## src/rtl/sb_pkg.sv

```systemverilog
package sb_pkg;
  typedef enum logic [1:0] {
    ST_IDLE = 2'd0,
    ST_OPS  = 2'd1,
    ST_EXEC = 2'd2,
    ST_WB   = 2'd3
  } stage_e;
endpackage

```

## src/rtl/sb_fu_timer.sv

```systemverilog
module sb_fu_timer #(
  parameter int LAT = 2,
  localparam int CW = $clog2(LAT + 1)
) (
  input  logic clk_i,
  input  logic rst_ni,
  input  logic start_i,
  output logic done_o
);
  logic [CW-1:0] cnt_q;

  assign done_o = (cnt_q == CW'(1));

  always_ff @(posedge clk_i or negedge rst_ni) begin
    if (!rst_ni)              cnt_q <= '0;
    else if (start_i)         cnt_q <= CW'(LAT);
    else if (cnt_q != '0)     cnt_q <= cnt_q - CW'(1);
  end

  AST_TMR_START_IDLE: assert property (@(posedge clk_i) disable iff (!rst_ni)
    start_i |-> cnt_q == '0);
endmodule

```

## src/rtl/sb_fu_entry.sv

```systemverilog
module sb_fu_entry import sb_pkg::*; #(
  parameter int FUW = 3,
  parameter int RW  = 4
) (
  input  logic           clk_i,
  input  logic           rst_ni,
  input  logic           load_i,
  input  logic [RW-1:0]  dst_i,
  input  logic [RW-1:0]  src1_i,
  input  logic [RW-1:0]  src2_i,
  input  logic [FUW-1:0] qj_i,
  input  logic [FUW-1:0] qk_i,
  input  logic           bcast_i,
  input  logic [FUW-1:0] bcast_fu_i,
  input  logic           done_i,
  input  logic           gnt_i,
  output stage_e         stage_o,
  output logic [RW-1:0]  fi_o,
  output logic [RW-1:0]  fj_o,
  output logic [RW-1:0]  fk_o,
  output logic           rj_o,
  output logic           rk_o,
  output logic           read_o
);
  stage_e         stage_q;
  logic [FUW-1:0] qj_q, qk_q;

  assign stage_o = stage_q;
  assign read_o  = (stage_q == ST_OPS) && rj_o && rk_o;

  always_ff @(posedge clk_i or negedge rst_ni) begin
    if (!rst_ni) begin
      stage_q <= ST_IDLE;
      fi_o <= '0; fj_o <= '0; fk_o <= '0;
      qj_q <= '0; qk_q <= '0;
      rj_o <= 1'b0; rk_o <= 1'b0;
    end else if (load_i) begin
      stage_q <= ST_OPS;
      fi_o <= dst_i; fj_o <= src1_i; fk_o <= src2_i;
      qj_q <= qj_i;  qk_q <= qk_i;
      rj_o <= (qj_i == '0);
      rk_o <= (qk_i == '0);
    end else begin
      unique case (stage_q)
        ST_OPS: begin
          if (read_o) begin
            rj_o <= 1'b0; rk_o <= 1'b0;
            stage_q <= ST_EXEC;
          end else begin
            // producer broadcast: mark source ready and forget producer
            if (bcast_i && !rj_o && qj_q == bcast_fu_i) begin
              rj_o <= 1'b1; qj_q <= '0;
            end
            if (bcast_i && !rk_o && qk_q == bcast_fu_i) begin
              rk_o <= 1'b1; qk_q <= '0;
            end
          end
        end
        ST_EXEC: if (done_i) stage_q <= ST_WB;
        ST_WB:   if (gnt_i)  stage_q <= ST_IDLE;
        default: ;
      endcase
    end
  end

  AST_LOAD_WHEN_IDLE: assert property (@(posedge clk_i) disable iff (!rst_ni)
    load_i |-> stage_q == ST_IDLE);
  AST_DONE_IN_EXEC: assert property (@(posedge clk_i) disable iff (!rst_ni)
    done_i |-> stage_q == ST_EXEC);
  AST_GNT_IN_WB: assert property (@(posedge clk_i) disable iff (!rst_ni)
    gnt_i |-> stage_q == ST_WB);
endmodule

```

## src/rtl/sb_wb_arbiter.sv

```systemverilog
module sb_wb_arbiter #(
  parameter int N  = 4,
  parameter int IW = 3
) (
  input  logic          clk_i,
  input  logic          rst_ni,
  input  logic [N-1:0]  req_i,
  output logic [N-1:0]  gnt_o,
  output logic          valid_o,
  output logic [IW-1:0] fu_o
);
  always_comb begin
    gnt_o   = '0;
    valid_o = 1'b0;
    fu_o    = '0;
    for (int i = 0; i < N; i++) begin
      if (req_i[i] && !valid_o) begin
        gnt_o[i] = 1'b1;
        valid_o  = 1'b1;
        fu_o     = IW'(i + 1);
      end
    end
  end

  AST_ARB_ONE_GRANT: assert property (@(posedge clk_i) disable iff (!rst_ni)
    $onehot0(gnt_o));
  AST_ARB_GRANT_HAS_REQ: assert property (@(posedge clk_i) disable iff (!rst_ni)
    (gnt_o & ~req_i) == '0);
endmodule

```

## src/rtl/scoreboard_ctrl.sv

```systemverilog
module scoreboard_ctrl import sb_pkg::*; #(
  parameter int NUM_FU   = 4,
  parameter int NUM_REGS = 16,
  parameter int BASE_LAT = 2,
  parameter int LAT_STEP = 2,
  localparam int FUW = $clog2(NUM_FU + 1),
  localparam int RW  = $clog2(NUM_REGS)
) (
  input  logic              clk_i,
  input  logic              rst_ni,
  input  logic              instr_valid_i,
  input  logic [FUW-1:0]    instr_fu_i,
  input  logic [RW-1:0]     instr_dst_i,
  input  logic [RW-1:0]     instr_src1_i,
  input  logic [RW-1:0]     instr_src2_i,
  output logic              issue_o,
  output logic              stall_struct_o,
  output logic              stall_waw_o,
  output logic [NUM_FU-1:0] read_o,
  output logic [NUM_FU-1:0] exec_done_o,
  output logic              war_hold_o,
  output logic              wb_valid_o,
  output logic [FUW-1:0]    wb_fu_o,
  output logic [RW-1:0]     wb_reg_o
);
  stage_e            stage [NUM_FU];
  logic [RW-1:0]     fi [NUM_FU];
  logic [RW-1:0]     fj [NUM_FU];
  logic [RW-1:0]     fk [NUM_FU];
  logic [NUM_FU-1:0] rj_v, rk_v, busy_v, load_v, wb_elig, war_blk, wb_req, wb_gnt;
  logic [FUW-1:0]    res_q [NUM_REGS];
  logic [FUW-1:0]    qj_in, qk_in;
  logic              fu_hit, fu_busy, dst_pend;

  // issue decision
  always_comb begin
    fu_hit  = 1'b0;
    fu_busy = 1'b0;
    for (int u = 0; u < NUM_FU; u++) begin
      if (instr_fu_i == FUW'(u + 1)) begin
        fu_hit  = 1'b1;
        fu_busy = busy_v[u];
      end
    end
  end

  assign dst_pend       = (res_q[instr_dst_i] != '0);
  assign stall_struct_o = instr_valid_i && (!fu_hit || fu_busy);
  assign stall_waw_o    = instr_valid_i && dst_pend;
  assign issue_o        = instr_valid_i && fu_hit && !fu_busy && !dst_pend;

  // a producer writing back in the issue cycle counts as already done
  always_comb begin
    qj_in = res_q[instr_src1_i];
    qk_in = res_q[instr_src2_i];
    if (wb_valid_o && qj_in == wb_fu_o) qj_in = '0;
    if (wb_valid_o && qk_in == wb_fu_o) qk_in = '0;
  end

  // per-unit status and latency model
  for (genvar u = 0; u < NUM_FU; u++) begin : g_fu
    localparam int LAT_U = BASE_LAT + u * LAT_STEP;

    assign load_v[u]  = issue_o && (instr_fu_i == FUW'(u + 1));
    assign busy_v[u]  = (stage[u] != ST_IDLE);
    assign wb_elig[u] = (stage[u] == ST_WB);
    assign wb_req[u]  = wb_elig[u] && !war_blk[u];

    sb_fu_entry #(.FUW(FUW), .RW(RW)) i_entry (
      .clk_i      (clk_i),
      .rst_ni     (rst_ni),
      .load_i     (load_v[u]),
      .dst_i      (instr_dst_i),
      .src1_i     (instr_src1_i),
      .src2_i     (instr_src2_i),
      .qj_i       (qj_in),
      .qk_i       (qk_in),
      .bcast_i    (wb_valid_o),
      .bcast_fu_i (wb_fu_o),
      .done_i     (exec_done_o[u]),
      .gnt_i      (wb_gnt[u]),
      .stage_o    (stage[u]),
      .fi_o       (fi[u]),
      .fj_o       (fj[u]),
      .fk_o       (fk[u]),
      .rj_o       (rj_v[u]),
      .rk_o       (rk_v[u]),
      .read_o     (read_o[u])
    );

    sb_fu_timer #(.LAT(LAT_U)) i_timer (
      .clk_i   (clk_i),
      .rst_ni  (rst_ni),
      .start_i (read_o[u]),
      .done_o  (exec_done_o[u])
    );
  end

  // write-after-read hold: an unread ready source still names our destination
  always_comb begin
    war_blk = '0;
    for (int u = 0; u < NUM_FU; u++) begin
      for (int f = 0; f < NUM_FU; f++) begin
        if (stage[f] == ST_OPS &&
            ((fj[f] == fi[u] && rj_v[f]) || (fk[f] == fi[u] && rk_v[f])))
          war_blk[u] = 1'b1;
      end
    end
  end

  assign war_hold_o = |(wb_elig & war_blk);

  sb_wb_arbiter #(.N(NUM_FU), .IW(FUW)) i_arb (
    .clk_i   (clk_i),
    .rst_ni  (rst_ni),
    .req_i   (wb_req),
    .gnt_o   (wb_gnt),
    .valid_o (wb_valid_o),
    .fu_o    (wb_fu_o)
  );

  always_comb begin
    wb_reg_o = '0;
    for (int u = 0; u < NUM_FU; u++)
      if (wb_gnt[u]) wb_reg_o = fi[u];
  end

  // register result table
  always_ff @(posedge clk_i or negedge rst_ni) begin
    if (!rst_ni) begin
      for (int r = 0; r < NUM_REGS; r++) res_q[r] <= '0;
    end else begin
      if (wb_valid_o) res_q[wb_reg_o]    <= '0;
      if (issue_o)    res_q[instr_dst_i] <= instr_fu_i;
    end
  end

  AST_WB_OWNS_REG: assert property (@(posedge clk_i) disable iff (!rst_ni)
    wb_valid_o |-> res_q[wb_reg_o] == wb_fu_o);
  AST_ONE_LOAD: assert property (@(posedge clk_i) disable iff (!rst_ni)
    $onehot0(load_v));
endmodule

```

## config.mk

```make
export PLATFORM = sky130hd
export DESIGN_NAME = scoreboard_ctrl
export DESIGN_NICKNAME = d
export VERILOG_FILES = /design/src/rtl/sb_pkg.sv /design/src/rtl/sb_fu_timer.sv /design/src/rtl/sb_fu_entry.sv /design/src/rtl/sb_wb_arbiter.sv /design/src/rtl/scoreboard_ctrl.sv
export SDC_FILE = /design/constraint.sdc
export NUM_CORES = 1
export LEC_CHECK = 0
export BUFFER_PORTS_ARGS = -buffer_cell sky130_fd_sc_hd__buf_2
export CORE_UTILIZATION = 40
export DETAILED_ROUTE_END_ITERATION = 8
export GPL_TIMING_DRIVEN = 1
export PLACE_DENSITY_LB_ADDON = 0.1
export SYNTH_ARGS = -nofsm -noshare
export SYNTH_HDL_FRONTEND = slang
export SYNTH_HIERARCHICAL = 1
export SYNTH_SLANG_ARGS = --single-unit
export TNS_END_PERCENT = 5
```

## constraint.sdc

```tcl
create_clock -name clk_i -period 12.95 [get_ports clk_i]
set_input_delay 1.9425 -clock clk_i [delete_from_list [all_inputs] [get_ports clk_i]]
set_output_delay 1.9425 -clock clk_i [all_outputs]
set_load 0.01 [all_outputs]
```

; After elaboration in Yosys (flattened, before gate mapping)
; Cells that the tools add are included.
[totals]
register_bits = 148
output_inout_bits = 20
[op_classes]
add_sub_neg = 4
n_lt_le_gt_ge = 6
n_eq_ne = 78
n_mux = 149
n_bitwise = 7
reduce_logical = 187
[ops]
columns = cell, n
row1 = $mux 3, 47
row2 = $eq 4x4->1, 32
row3 = $mux 48, 2
row4 = $logic_and 1x1->1, 92
row5 = $mux 1, 64
row6 = $and 48x48->48, 1
row7 = $bwmux 48, 1
row8 = $not 48->48, 1
row9 = $reduce_bool 2->1, 21
row10 = $mux 2, 20
row11 = $bmux 3 s4, 3
row12 = $ne 3x1->1 const B, 12
row13 = $reduce_bool 3->1, 11
row14 = $eq 3x3->1, 10
row15 = $demux 3 s4, 2
row16 = $mux 4, 6
row17 = $pmux 2 s3, 4
row18 = $reduce_and 3->1, 8
row19 = $ge 5x5->1 const B, 4
row20 = $not 4->5, 4
row21 = $reduce_bool 4->1, 5
row22 = $logic_not 1->1, 18
row23 = $logic_or 1x1->1, 17
row24 = $eq 2x2->1 const B, 8
row25 = 15 further kinds, 38

; Logic depth before layout (Yosys ltp)
[depth]
word_depth = 31
depth_mapped = 15

; Modules after synthesis
; The synthesis kept the hierarchy.
[by_module_without_submodules]
columns = module, instances, cells_each, area_each_um2
row1 = scoreboard_ctrl, 1, 634, 5220.0
row2 = sb_fu_entry, 4, 83, 1011.0
row3 = sb_fu_timer at g_fu[3].i_timer, 1, 23, 240.2
row4 = sb_fu_timer at g_fu[2].i_timer, 1, 19, 198.9
row5 = sb_fu_timer at g_fu[1].i_timer, 1, 18, 197.7
row6 = sb_fu_timer at g_fu[0].i_timer, 1, 11, 115.1
row7 = sb_wb_arbiter, 1, 10, 61.3

; Worst setup path before layout
; OpenSTA, ideal clock, no wires.
[synth_timing]
path_type = reg-to-output
from = register g_fu[3].i_entry.fi_o[0]
to = output wb_reg_o[3]
arrival_time_ps = 4504
required_time_ps = 11007
slack_ps = 6504
stages_incl_launch_ff = 13
n_path_buf = 3
path_cell_list = dfrtp_1 > clkbuf_1 > xor2_1 > nor4_1 > a22o_1 > nor4_1 > and3_1 > nor4b_1 > buf_4 > a311oi_1 > nor2_1 > clkbuf_1 > inv_1
[synth_via]
elab_chain_len = 13
elab_cells_between_ends = 33
classes_between = eq/ne: 8 / mux: 6 / reduce/logical: 19
[synth_rtl]
columns = element, line_no
row1 = "start, declared", sb_fu_entry.sv:18  ; output logic [RW-1:0] fi_o,
row2 = "start signal, assigned", sb_fu_entry.sv:39  ; fi_o <= dst_i; fj_o <= src1_i; fk_o <= src2_i;
row3 = $eq 4x4->1, scoreboard_ctrl.sv:105  ; ((fj[f] == fi[u] && rj_v[f]) || (fk[f] == fi[u] && rk_v[f])))
row4 = $logic_and 1x1->1, scoreboard_ctrl.sv:105
row5 = $logic_or 1x1->1, scoreboard_ctrl.sv:105
row6 = $logic_and 1x1->1, scoreboard_ctrl.sv:104  ; if (stage[f] == ST_OPS &&
row7 = $mux 1 (3 in a row), scoreboard_ctrl.sv:104
row8 = $mux 1 (*), scoreboard_ctrl.sv:104
row9 = $logic_not 1->1 (*), scoreboard_ctrl.sv:67  ; assign wb_req[u] = wb_elig[u] && !war_blk[u];
row10 = $logic_and 1x1->1 (*), scoreboard_ctrl.sv:67
row11 = named net wb_req[3], scoreboard_ctrl.sv:30  ; logic [NUM_FU-1:0] rj_v, rk_v, busy_v, load_v, wb_elig, war_blk, wb_req, wb_gnt;
row12 = $logic_and 1x1->1 (*), sb_wb_arbiter.sv:17  ; if (req_i[i] && !valid_o) begin
row13 = $mux 1 (*), sb_wb_arbiter.sv:17
row14 = named net wb_gnt[3], scoreboard_ctrl.sv:30
row15 = $mux 4 (*), scoreboard_ctrl.sv:125  ; if (wb_gnt[u]) wb_reg_o = fi[u];
row16 = "end, declared", scoreboard_ctrl.sv:24  ; output logic [RW-1:0] wb_reg_o
; Mark *: on every way through the listed nets, which the timed path passes. The rest lies on a longest branch.

; Worst setup path in the final report
[layout_timing]
from = register g_fu[2].i_entry.fi_o[0]
to = output wb_reg_o[3]
[layout_via]
elab_cells_between_ends = 38
classes_between = eq/ne: 8 / mux: 9 / reduce/logical: 21
[layout_rtl]
columns = element, line_no
row1 = "start, declared", sb_fu_entry.sv:18
row2 = "start signal, assigned", sb_fu_entry.sv:39
row3 = $eq 4x4->1, scoreboard_ctrl.sv:105
row4 = $logic_and 1x1->1, scoreboard_ctrl.sv:105
row5 = $logic_or 1x1->1, scoreboard_ctrl.sv:105
row6 = $logic_and 1x1->1, scoreboard_ctrl.sv:104
row7 = $mux 1 (3 in a row), scoreboard_ctrl.sv:104
row8 = $mux 1 (*), scoreboard_ctrl.sv:104
row9 = $logic_not 1->1 (*), scoreboard_ctrl.sv:67
row10 = $logic_and 1x1->1 (*), scoreboard_ctrl.sv:67
row11 = named net wb_req[2], scoreboard_ctrl.sv:30
row12 = $logic_and 1x1->1 (*), sb_wb_arbiter.sv:17
row13 = $mux 1 (*), sb_wb_arbiter.sv:17
row14 = named net wb_gnt[2], scoreboard_ctrl.sv:30
row15 = $mux 4 (*) (2 in a row), scoreboard_ctrl.sv:125
; Marked as above.

==> Flow_metrics.wiki <==
{| class="wikitable"
! Metric !! Value
|-
| Outcome || complete, no violations
|-
| Total routed wire length on the met1 layer || 13800 µm
|-
| Fillers || 2377
|-
| Count of pins over their slew limit || 0
|-
| Power per cell area || around 220 nW/µm²
|-
| Number of enable-type register cells in the synthesized netlist || 0
|-
| Max Fclk || 0.154 GHz
|-
| Number of nets at the end of the flow || approximately 1100
|-
| Top fanout value on the critical path || 12
|-
| Category of the worst setup path capture point || output port
|-
| Unique cell type count in the Yosys netlist || between 60 and 70
|-
| Row cnt || 57
|-
| Post-synthesis register bit count || approximately 150
|-
| Number of buffers added on ports || 37
|-
| Detailed-placement wirelength estimate || ~21000 µm
|-
| Final Wtd Congestion || approximately 0.87
|-
| All-Layer GR Usage || approximately a quarter
|-
| Clk root buf || clkbuf_16
|-
| Floorplan core area || between 20000 and 25000 µm²
|-
| Share of total power in the clock network || approximately 22%
|-
| Share of cells above drive strength 1 || 17.7%
|-
| Number of buffers on the longest clock path || 2
|-
| Clock Sinks || roughly 150
|-
| Synth Net Count || 1075
|-
| Vias in the first global route || 7853
|-
| Worst hold path class || reg -> reg
|-
| Max cap viols || 0
|-
| Post-detailed-route via-to-cell ratio || 5.72
|-
| Number of instances on the worst hold path || 2
|-
| RSZ-0062 raised after global routing || no
|-
| Utilization of the core after routing || roughly 45%
|-
| Maximum number of pins on one net before global-route repair || 95
|-
| Mapped Cells || between 1000 and 1500
|-
| Number of inserted diodes || 0
|-
| Setup total negative slack || 0 ps
|-
| Sequential cell area fraction in the yosys report || a little under two fifths
|-
| Most used flip-flop cell after synthesis || dfrtp_1
|-
| Switching Power || approximately 1.1 mW
|-
| Detailed-route wire length per cell || between 20 and 25 µm
|-
| Leak pwr || between 4 and 5 nW
|-
| CTS tree || built
|-
| Flop pwr share || approximately 33%
|-
| Total of cells resized after clock tree synthesis || 0
|-
| Final worst-path cycle share || 50.1%
|-
| DR WL met3 || about 1400 µm
|-
| Top Layer Used || met4
|-
| Area of the die || approximately 26000 µm²
|-
| Total number of H-tree levels || 4
|-
| CP startpoint kind || register
|-
| Quantity of hold-fixing buffers added after cts || 0
|-
| Detail Route Antenna Nets || 0
|-
| Width of the die || between 150 and 200 µm
|-
| Syn Area/Cell || approximately 9.6 µm²
|-
| FFs w/ async S/R, synth || between 90% and 100%
|-
| Sw Share || between 40% and 50%
|-
| Depth of the most critical reg-to-reg path || 12
|-
| I/O pin cnt || 38
|-
| Number of endpoints with negative hold slack in the final report || 0
|-
| Routed met2 length || between 10000 and 15000 µm
|-
| Required time reported for the critical path endpoint || about 11000 ps
|-
| Cell-internal power || 1.38 mW
|-
| Shortest clock period the worst path allows after layout || 6490 ps
|-
| Synthesized area || between 10000 and 15000 µm²
|-
| Setup Buffers After CTS || 0
|-
| Total clock buffers created by CTS || 17
|-
| Layout-stage area growth over the synthesis result || 10.3%
|-
| Number of warnings printed during yosys synthesis || 6
|-
| CTS clock-pin slew for the worst setup and hold paths || 70 ps
|-
| Max Clock Skew || ~16 ps
|-
| Combinational group share of total power || roughly 45%
|-
| Crit path DAT || 4550 ps
|-
| Overall die height || between 150 and 200 µm
|-
| Number of violations reported at the end of detailed-routing iteration 0 || between 600 and 700
|-
| Global-route wire length before repair || about 48000 µm
|-
| Clk Latency, worst-skew pair || around 440 ps
|-
| Antenna violations before repair || 0
|-
| DRC violations left || 0
|-
| Worst Max-Slew Pin Slew || roughly 1200 ps
|-
| Starting Density || between 40% and 50%
|-
| Count of vias placed by the detailed router || approximately 8000
|-
| Total setup violations reported at the end of the flow || 0
|-
| Classification of the worst setup path || reg -> out
|-
| Final wirelength || roughly 30000 µm
|-
| Max-Slew Margin vs Limit || between 15 and 20%
|-
| Worst-case vdd ir drop || 0.143 mV
|-
| Iteration count of the initial detailed-routing pass || 5
|-
| Residual overflow from global routing || 0
|}
[flip-flops by register name (all words and copies together) (netlist names)]
name,cells
g_fu.i_entry/stage_o,8
g_fu.i_timer/cnt_q,12
g_fu.i_entry/fi_o,16
g_fu.i_entry/rk_o,4
g_fu.i_entry/qk_q,12
g_fu.i_entry/fj_o,16
g_fu.i_entry/fk_o,16
g_fu.i_entry/rj_o,4
res_q,48
g_fu.i_entry/qj_q,12
[kinds of logic (layout without fill, tap and decap cells)]
kind of cell,after synthesis,after routing,share of synthesized area [%]
DFF,148,148,36.8
and+or+nand+nor,385,385,21.9
AOI/OAI and AO/OA,151,151,9.67
adders and majority gates,10,10,1.24
xor gates and xnor gates,160,160,13.9
muxes,98,98,12.7
buffers and inverters,95,101,3.82
[final timing paths]
kind,end,slack [ps],startpoint
max in group asynchronous,g_fu[1].i_entry/qk_q[0]$_DFFE_PN0P_,10110,rst_ni
worst min-delay path,res_q[1]$_DFF_PN0_,540,res_q[1]$_DFF_PN0_
min in group asynchronous,g_fu[0].i_entry/fj_o[1]$_DFFE_PN0P_,1580,rst_ni
worst max-delay path,wb_reg_o[3],6460,g_fu[2].i_entry/fi_o[0]$_DFFE_PN0P_
worst max register to register,res_q[32]$_DFF_PN0_,7930,g_fu[2].i_entry/fi_o[0]$_DFFE_PN0P_
worst min register to register,res_q[1]$_DFF_PN0_,540,res_q[1]$_DFF_PN0_
[cell usage in the layout, fill, tap and decap left out, types with 9 or more instances in the layout]
master	synthesis	final
o21ai_1	25	25
nor4_1	14	13
nor2_1	32	32
nand3_1	20	20
ha_1	10	10
mux4_2	18	18
nand2_1	137	137
buf_2	15	36
xnor2_1	111	111
dfrtp_1	148	148
nand2b_1	30	30
nor3_1	35	35
o21ai_0	49	49
mux2i_1	25	25
nand4_1	18	18
inv_1	21	21
nor2b_1	18	18
buf_4	2	10
mux2_2	53	53
nand3b_1	16	16
clkbuf_16	0	17
a21oi_1	9	9
xor2_1	49	49
o22ai_1	15	15
[per-layer routing]
| metal | global-route usage [%] | up-vias |
|---|---|---|
| met3 | 3.90 | 51 |
| li1 | - | 3667 |
| met4 | 8.49 | 0 |
| met1 | 33.7 | 3942 |
| met2 | 38.6 | 216 |
| met5 | 0 | - |
[stage by stage]
| stage | setup WS [ps] | hold slack, ps | power (mW) | instances | cell area [µm²] |
|---|---|---|---|---|---|
| floorplan | 6500 | 475 | 1.57 | 1047 | 10100 |
| global placement | 6890 | 522 | 1.91 | 1345 | 10500 |
| detailed placement | 6790 | 526 | 1.92 | 1345 | 10500 |
| CTS | 6510 | 542 | 2.47 | 1377 | 11100 |
| global route | 6280 | 572 | 2.62 | 1377 | 11100 |
| finish | 6460 | 541 | 2.46 | 1377 | 11100 |
[power groups by stage]
stage	clock (mW)	sequential, mW	combinational, mW
global placement	0	0.808	1.11
CTS	0.555	0.797	1.12
finish	0.543	0.801	1.12
global route	0.575	0.819	1.22
floorplan	0	0.705	0.868
detailed placement	0	0.805	1.12
[cell type report]
| type | count | area, µm² | share of cell area, % |
|---|---|---|---|
| multi-input cells | 804 | 6020 | 54.2 |
| well taps | 324 | 405 | 3.65 |
| inverters | 22 | 83.8 | 0.755 |
| flip-flops and latches | 148 | 3700 | 33.3 |
| clock buffers | 17 | 425 | 3.83 |
| clock inverters | 15 | 208 | 1.87 |
| repair buffers | 47 | 267 | 2.40 |
[synthesized netlist by cell type (20+ instances only)]
| cell | count | share of area, % |
|---|---|---|
| clkbuf_1 | 43 | 1.6 |
| dfrtp_1 | 148 | 37 |
| inv_1 | 21 | 0.78 |
| mux2_2 | 53 | 5.9 |
| mux2i_1 | 25 | 2.5 |
| nand2_1 | 137 | 5.1 |
| nand2b_1 | 30 | 1.9 |
| nand3_1 | 20 | 0.99 |
| nor2_1 | 32 | 1.2 |
| nor3_1 | 35 | 1.7 |
| o21ai_0 | 49 | 2.4 |
| o21ai_1 | 25 | 1.2 |
| xnor2_1 | 111 | 9.6 |
| xor2_1 | 49 | 4.3 |
[critical path, cell delays in order (launching register included)]
cell and delay, ps:
dfrtp_1 720, xor2_1 190, nor4_1 70, a22o_1 250, nor4_1 530, and3_1 330
nor3b_1 760, nor2b_1 220, a311oi_1 90, nor2_1 630, inv_1 130, buf_2 180
No activity file was read; power rests on OpenSTA's default activity.
